<file path="src/rtl/cell_pkg.sv">
package cell_pkg;

  localparam int INSTR_W = 32;
  localparam int SEL_W   = 3;

  typedef enum logic [1:0] {
    TST_EQ = 2'b00,
    TST_LT = 2'b01,
    TST_GT = 2'b10,
    TST_NE = 2'b11
  } tst_e;

  typedef enum logic [2:0] {
    OP_ADD  = 3'b000,
    OP_SUB  = 3'b001,
    OP_MUL  = 3'b010,
    OP_AND  = 3'b011,
    OP_OR   = 3'b100,
    OP_XOR  = 3'b101,
    OP_PASS = 3'b110,
    OP_NOP  = 3'b111
  } op_e;

  typedef struct packed {
    tst_e             tst;
    logic [SEL_W-1:0] ra;
    logic [SEL_W-1:0] rb;
    logic [SEL_W-1:0] rc;
    logic [SEL_W-1:0] rd;
    logic [SEL_W-1:0] re;
    logic [SEL_W-1:0] rf;
    logic [SEL_W-1:0] rg;
    logic [SEL_W-1:0] rh;
    op_e              then_op;
    op_e              else_op;
  } instr_t;

  localparam logic [INSTR_W-1:0] IDLE_WORD = 32'h0000_003F;

  function automatic logic op_uses_first(op_e op);
    return op != OP_NOP;
  endfunction

  function automatic logic op_uses_second(op_e op);
    return (op != OP_NOP) && (op != OP_PASS);
  endfunction

endpackage

</file>
<file path="src/rtl/cell_alu.sv">
module cell_alu
  import cell_pkg::*;
#(
  parameter int DW = 32
) (
  input  op_e           op,
  input  logic [DW-1:0] a,
  input  logic [DW-1:0] b,
  output logic [DW-1:0] y
);

  always_comb begin
    case (op)
      OP_ADD:  y = a + b;
      OP_SUB:  y = a - b;
      OP_MUL:  y = a * b;
      OP_AND:  y = a & b;
      OP_OR:   y = a | b;
      OP_XOR:  y = a ^ b;
      default: y = a;
    endcase
  end

endmodule

</file>
<file path="src/rtl/cell_opsel.sv">
module cell_opsel
  import cell_pkg::*;
#(
  parameter int DW    = 32,
  parameter int NREG  = 4,
  parameter int NLINK = 4
) (
  input  logic [SEL_W-1:0]     idx,
  input  logic [NREG*DW-1:0]   reg_flat,
  input  logic [NLINK*DW-1:0]  lin_data,
  input  logic [NLINK-1:0]     lin_valid,
  output logic [DW-1:0]        val,
  output logic                 vld
);

  always_comb begin
    val = '0;
    vld = 1'b0;
    for (int k = 0; k < NREG; k++) begin
      if (idx == SEL_W'(k)) begin
        val = reg_flat[k*DW +: DW];
        vld = 1'b1;
      end
    end
    for (int k = 0; k < NLINK; k++) begin
      if (idx == SEL_W'(NREG + k)) begin
        val = lin_data[k*DW +: DW];
        vld = lin_valid[k];
      end
    end
  end

endmodule

</file>
<file path="src/rtl/cell_link_out.sv">
module cell_link_out #(
  parameter int DW = 32
) (
  input  logic          clk,
  input  logic          rst_n,
  input  logic          load,
  input  logic [DW-1:0] load_data,
  input  logic          ready,
  output logic          valid,
  output logic [DW-1:0] data
);

  logic          valid_d;
  logic [DW-1:0] data_d;
  logic          upd_en;

  always_comb begin
    valid_d = valid;
    data_d  = data;
    if (load) begin
      valid_d = 1'b1;
      data_d  = load_data;
    end else if (valid && ready) begin
      valid_d = 1'b0;
    end
  end

  assign upd_en = load || (valid && ready);

  always_ff @(posedge clk or negedge rst_n) begin
    if (!rst_n) begin
      valid <= 1'b0;
      data  <= '0;
    end else if (upd_en) begin
      valid <= valid_d;
      data  <= data_d;
    end
  end

endmodule

</file>
<file path="src/rtl/cond_cell.sv">
module cond_cell
  import cell_pkg::*;
#(
  parameter int DW    = 32,
  parameter int NREG  = 4,
  parameter int NLINK = 4,
  parameter int AW    = 4
) (
  input  logic                clk,
  input  logic                rst_n,
  input  logic                run_en,
  input  logic [AW-1:0]       host_addr,
  input  logic [DW-1:0]       host_wdata,
  input  logic                host_we,
  output logic [DW-1:0]       host_rdata,
  input  logic [NLINK*DW-1:0] link_in_data,
  input  logic [NLINK-1:0]    link_in_valid,
  output logic [NLINK-1:0]    link_in_ready,
  output logic [NLINK*DW-1:0] link_out_data,
  output logic [NLINK-1:0]    link_out_valid,
  input  logic [NLINK-1:0]    link_out_ready
);

  localparam int            NSLOT     = 4;
  localparam logic [AW-1:0] PROG_ADDR = AW'(8);

  // Architectural state
  logic [DW-1:0]      reg_q [NREG];
  logic [DW-1:0]      reg_d [NREG];
  logic               reg_en;
  logic [INSTR_W-1:0] prog_q;
  logic [INSTR_W-1:0] prog_d;
  logic               prog_en;
  logic [NREG*DW-1:0] reg_flat;

  instr_t             ins;

  // Operand slots: 0 = Ra, 1 = Rb, 2 = first source, 3 = second source
  logic [SEL_W-1:0]   slot_idx  [NSLOT];
  logic [DW-1:0]      slot_val  [NSLOT];
  logic [NSLOT-1:0]   slot_vld;
  logic [NSLOT-1:0]   slot_need;

  logic               take_then;
  op_e                sel_op;
  logic [SEL_W-1:0]   sel_dst;
  logic               dst_is_link;
  logic               dst_free;
  logic               writes;
  logic               inputs_ok;
  logic               fire;
  logic [DW-1:0]      alu_y;
  logic [NLINK-1:0]   link_load;
  logic [NLINK-1:0]   consume;
  logic               host_wr_ok;

  assign ins        = instr_t'(prog_q);
  assign host_wr_ok = host_we && !run_en;

  generate
    for (genvar g = 0; g < NREG; g++) begin : g_flat
      assign reg_flat[g*DW +: DW] = reg_q[g];
    end
  endgenerate

  // Compare operands never depend on the branch taken
  assign slot_idx[0] = ins.ra;
  assign slot_idx[1] = ins.rb;

  always_comb begin
    logic signed [DW-1:0] ca;
    logic signed [DW-1:0] cb;
    ca = slot_val[0];
    cb = slot_val[1];
    case (ins.tst)
      TST_EQ:  take_then = (ca == cb);
      TST_LT:  take_then = (ca <  cb);
      TST_GT:  take_then = (ca >  cb);
      default: take_then = (ca != cb);
    endcase
  end

  always_comb begin
    if (take_then) begin
      sel_op      = ins.then_op;
      sel_dst     = ins.rc;
      slot_idx[2] = ins.rd;
      slot_idx[3] = ins.re;
    end else begin
      sel_op      = ins.else_op;
      sel_dst     = ins.rf;
      slot_idx[2] = ins.rg;
      slot_idx[3] = ins.rh;
    end
  end

  generate
    for (genvar s = 0; s < NSLOT; s++) begin : g_slot
      cell_opsel #(
        .DW    (DW),
        .NREG  (NREG),
        .NLINK (NLINK)
      ) opsel_i (
        .idx       (slot_idx[s]),
        .reg_flat  (reg_flat),
        .lin_data  (link_in_data),
        .lin_valid (link_in_valid),
        .val       (slot_val[s]),
        .vld       (slot_vld[s])
      );
    end
  endgenerate

  assign slot_need = {op_uses_second(sel_op), op_uses_first(sel_op), 2'b11};
  assign writes    = op_uses_first(sel_op);
  assign inputs_ok = &(~slot_need | slot_vld);

  always_comb begin
    dst_is_link = 1'b0;
    dst_free    = 1'b1;
    for (int k = 0; k < NLINK; k++) begin
      if (sel_dst == SEL_W'(NREG + k)) begin
        dst_is_link = 1'b1;
        dst_free    = !link_out_valid[k];
      end
    end
  end

  assign fire = run_en && inputs_ok && (!writes || dst_free);

  cell_alu #(.DW(DW)) alu_i (
    .op (sel_op),
    .a  (slot_val[2]),
    .b  (slot_val[3]),
    .y  (alu_y)
  );

  // Link input consumption: one pulse per referenced link per step
  always_comb begin
    consume = '0;
    for (int k = 0; k < NLINK; k++) begin
      for (int s = 0; s < NSLOT; s++) begin
        if (slot_need[s] && slot_idx[s] == SEL_W'(NREG + k)) begin
          consume[k] = 1'b1;
        end
      end
    end
  end

  assign link_in_ready = fire ? consume : '0;

  // Link outputs
  generate
    for (genvar k = 0; k < NLINK; k++) begin : g_lout
      assign link_load[k] = fire && writes && (sel_dst == SEL_W'(NREG + k));
      cell_link_out #(.DW(DW)) lout_i (
        .clk       (clk),
        .rst_n     (rst_n),
        .load      (link_load[k]),
        .load_data (alu_y),
        .ready     (link_out_ready[k]),
        .valid     (link_out_valid[k]),
        .data      (link_out_data[k*DW +: DW])
      );
    end
  endgenerate

  // Data register next state
  always_comb begin
    for (int k = 0; k < NREG; k++) begin
      reg_d[k] = reg_q[k];
    end
    reg_en = 1'b0;
    if (host_wr_ok) begin
      for (int k = 0; k < NREG; k++) begin
        if (host_addr == AW'(k)) begin
          reg_d[k] = host_wdata;
          reg_en   = 1'b1;
        end
      end
    end else if (fire && writes && !dst_is_link) begin
      for (int k = 0; k < NREG; k++) begin
        if (sel_dst == SEL_W'(k)) begin
          reg_d[k] = alu_y;
          reg_en   = 1'b1;
        end
      end
    end
  end

  always_ff @(posedge clk or negedge rst_n) begin
    if (!rst_n) begin
      for (int k = 0; k < NREG; k++) begin
        reg_q[k] <= '0;
      end
    end else if (reg_en) begin
      for (int k = 0; k < NREG; k++) begin
        reg_q[k] <= reg_d[k];
      end
    end
  end

  // Program register next state
  assign prog_en = host_wr_ok && (host_addr == PROG_ADDR);
  assign prog_d  = host_wdata[INSTR_W-1:0];

  always_ff @(posedge clk or negedge rst_n) begin
    if (!rst_n) begin
      prog_q <= IDLE_WORD;
    end else if (prog_en) begin
      prog_q <= prog_d;
    end
  end

  // Host read
  always_comb begin
    host_rdata = '0;
    for (int k = 0; k < NREG; k++) begin
      if (host_addr == AW'(k)) begin
        host_rdata = reg_q[k];
      end
    end
    if (host_addr == PROG_ADDR) begin
      host_rdata = DW'(prog_q);
    end
  end

endmodule

</file>
<file path="config.mk">
export PLATFORM = sky130hd
export DESIGN_NAME = cond_cell
export DESIGN_NICKNAME = d
export VERILOG_FILES = /design/src/rtl/cell_pkg.sv /design/src/rtl/cell_alu.sv /design/src/rtl/cell_opsel.sv /design/src/rtl/cell_link_out.sv /design/src/rtl/cond_cell.sv
export SDC_FILE = /design/constraint.sdc
export NUM_CORES = 2
export LEC_CHECK = 0
export ABC_CLOCK_PERIOD_IN_PS = 23100
export BUFFER_PORTS_ARGS = -buffer_cell sky130_fd_sc_hd__buf_2
export CORE_MARGIN = 1.5
export CORE_UTILIZATION = 50
export CTS_BUF_LIST = sky130_fd_sc_hd__clkbuf_4 sky130_fd_sc_hd__clkbuf_8
export DETAILED_ROUTE_END_ITERATION = 10
export PLACE_DENSITY = 0.75
export SYNTH_ARGS = -nofsm -noshare
export SYNTH_HDL_FRONTEND = slang
export SYNTH_HIERARCHICAL = 1
export SYNTH_SLANG_ARGS = --single-unit
</file>
<file path="constraint.sdc">
create_clock -name clk -period 23.1 [get_ports clk]
set_input_delay 1.155 -clock clk [delete_from_list [all_inputs] [get_ports clk]]
set_output_delay 1.155 -clock clk [all_outputs]
set_load 0.005 [all_outputs]
</file>
==> reports/metrics.csv <==
stage;metric;value;unit
yosys;Yosys warnings;6;
sta;Setup-failing EPs final;0;
global_route;vias in the first global route;42500;
setup_path;WS Path Type;flip-flop to flip-flop;
routing;via count;42900;
floorplanning;Die X;306;µm
setup_path;slowest cell on the critical path;and3_1;
setup_path;crit path max fanout;77;
routing;via density per instance;6.56;
global_route;global-route wire length before repair;275000;µm
sta;min cycle time layout;17.82;ns
yosys;Seq/Total Area, Yosys;15.9;%
cts;CTS Sinks;292;
yosys;Synth Net Count;5991;
finish;most frequent cells in the layout;586 x nand2_1, 561 x inv_1, 420 x nor2_1;
yosys;Async S/R FF share, synth;100;%
cts;hold_buf cts;0;
yosys;#FFs+latches synth;292;
placed_design;Placed Cells;6436;
sta;fin. max-slew vios;0;
sta;Slew headroom;7.19;%
setup_path;slowest stage delay, CP;1.03;ns
routing;Top Metal Used;met5;
setup_path;worst path required time;23.69;ns
sta;Slew @ Worst Pin;1.39;ns
setup_path;Most common cell on crit path;fa_1;
routing;DRT antenna net count;0;
routing;M1 WL;65000;µm
yosys;Mean Syn Cell Area;8.92;µm²
floorplanning;std cell rows;111;
min_path;Hold Path Class;flip-flop to flip-flop;
finish;layout cells sized above 1;20.9;%
cts;H-Tree Depth;2;
global_route;initial antenna violation count;24;
global_route;largest net degree at the start of global routing;163;
sta;post-route clock skew;0.0634;ns
yosys;cell area after synthesis;46000;µm²
sta;RSZ-0062 raised after global routing;false;
finish;commonest non-fill, non-tap cell in the layout;nand2_1;
finish;Area Overhead vs Synth;7.18;%
placed_design;DPL Wire Length;136000;µm
setup_path;Buf+Inv Stages, Crit Path;10;
cts;setup repair bufs after CTS;0;
cts;clk buf depth;3;
setup_path;worst endpoint data arrival time;18.41;ns
routing;DRT Pass-1 Iters;8;
global_route;GRT Residual Overflow;0;
placed_design;IO buf count;343;
yosys;Post-synth EDFFs;0;
floorplanning;die area;93800;µm²
floorplanning;Starting Density;50.3;%
floorplanning;CORE AREA;91400;µm²
run_status;outcome;finished, final reports clean;
routing;average wire per standard cell;28.6;µm
routing;drt total wl;187000;µm
sta;Period Utilization, post-route;77.1;%
yosys;ys flop type;dfrtp_1;
setup_path;CP delay by family, top;simple AND/OR/NAND/NOR gates;
cts;Worst-Skew Late Latency;0.67;ns
finish;Layout Nets;6135;
setup_path;crit end category;flip-flop;
floorplanning;Die Ht;306;µm
floorplanning;Boundary Pins;344;
sta;Hold Fails Final Rpt;0;
routing;met3 wire length;24300;µm
sta;setup_tns;0;ns
job;# Max-Cap Violations;0;
placed_design;Final GP Congestion;1.04;
cts;number of buffers created by CTS;47;
cts;CTS tree;built;
yosys;Mapped Cells;5155;
sta;Fmax;56.1;MHz
yosys;Yosys cell types;98;
routing;Initial DRC Count;5768;
cts;Reg clk slew, reported paths;0.07;ns
cts;CTS root buf;clkbuf_8;
setup_path;CP Launch Type;flip-flop;
global_route;All-Layer GR Usage;39.2;%
routing;DRC;0;
finish;non-filler cells, final;6535;
routing;metal2 WL;79400;µm
cts;Resized cells post-CTS;0;
==> flip-flops by register name (all words and copies together) (netlist names) <==
| register | cells |
|---|---|
| g_lout.lout_i/data | 128 |
| reg_flat | 128 |
| ins | 32 |
| g_lout.lout_i/valid | 4 |
==> worst register-to-register path, delay by kind of cell, from the launching register on <==
family / cells / cell delay [ns]
AOI/OAI and AO/OA: 7 / 2.01
xor gates and xnor gates: 1 / 0.44
adders and majority gates: 10 / 4.82
buffers and inverters: 10 / 4.11
DFF: 1 / 0.66
muxes: 2 / 0.56
and+or+nand+nor: 13 / 5.17
==> synthesized netlist by cell type (14+ instances only) <==
master	count	area (µm²)
nand2_1	586	2200
inv_1	565	2120
nor2_1	422	1580
fa_1	409	8190
dfrtp_1	286	7160
ha_1	251	3140
a21oi_1	224	1120
mux2_2	199	2240
mux2_4	177	2660
o21ai_0	172	861
clkbuf_1	162	608
nand2b_1	143	895
mux2i_1	142	1420
a22oi_1	129	968
xnor2_1	103	902
o211ai_1	98	736
o21ai_1	95	475
o211a_1	94	941
buf_2	91	455
a21o_1	69	518
nand3_1	59	295
mux2_1	46	518
buf_6	41	462
buf_1	39	146
a221oi_2	38	571
o221a_2	37	417
o22a_1	36	315
xor2_1	31	272
buf_4	28	210
a22o_1	27	236
nor3_1	23	115
a222oi_1	22	220
mux4_2	22	495
and3_1	17	106
nor2b_1	17	106
a211oi_1	16	120
a31oi_1	16	100
clkinv_1	15	56.3
nand4_1	14	87.6
==> path summary, 6_finish.rpt <==
path                                                       from                               endpoint  slack (ns)  cells after the start
setup / recovery                            ins[25]$_DFFE_PN0P_               reg_flat[93]$_DFFE_PN0P_        5.28                     43
hold / removal             g_lout[1].lout_i/data[9]$_DFFE_PN0P_   g_lout[1].lout_i/data[9]$_DFFE_PN0P_        0.50                      1
setup reg to reg                            ins[25]$_DFFE_PN0P_               reg_flat[93]$_DFFE_PN0P_        5.28                     43
hold reg to reg            g_lout[1].lout_i/data[9]$_DFFE_PN0P_   g_lout[1].lout_i/data[9]$_DFFE_PN0P_        0.50                      1
max in group asynchronous                                 rst_n                    ins[26]$_DFFE_PN0P_       20.99                      2
min in group asynchronous                                 rst_n  g_lout[2].lout_i/data[18]$_DFFE_PN0P_        0.63                      1
==> layout make-up <==
cell class	count	area, µm²
flip-flops and latches	292	7340
repair buffers	479	2760
multi-input cells	3892	34400
well taps	1186	1480
inverters	587	2210
fillers	8407	42100
diodes	14	35.0
clock buffers	76	977
clock inverters	9	115
==> through the flow <==
| step | worst slack, ns | util, % | cell area [µm²] | hold slack (ns) |
|---|---|---|---|---|
| CTS | 5.86 | 53.9 | 49300 | 0.506 |
| global route | 4.75 | 53.9 | 49300 | 0.515 |
| floorplan | 10.61 | - | 46000 | 0.497 |
| finish | 5.28 | 54.0 | 49300 | 0.505 |
| global placement | 6.14 | 52.7 | 48200 | 0.485 |
| detailed placement | 5.92 | 52.7 | 48200 | 0.487 |
==> cell families after synthesis <==
logic type	count (synthesis)	synth area share, %
simple gates	1342	12.9
compound gates	1169	18.4
buf+inv	971	9.61
fa+ha+maj	660	24.6
mux	586	15.9
flops	292	15.9
xor+xnor	135	2.60
==> metal layers <==
metal	vias to the layer above	GRT usage (%)
met1	20900	47.0
met5	-	0
met4	10	31.2
met3	867	12.0
met2	3174	58.3
li1	17900	-
Power is not shown: default switching activity piles up to over one toggle a cycle in this logic, so the estimate is an artifact.
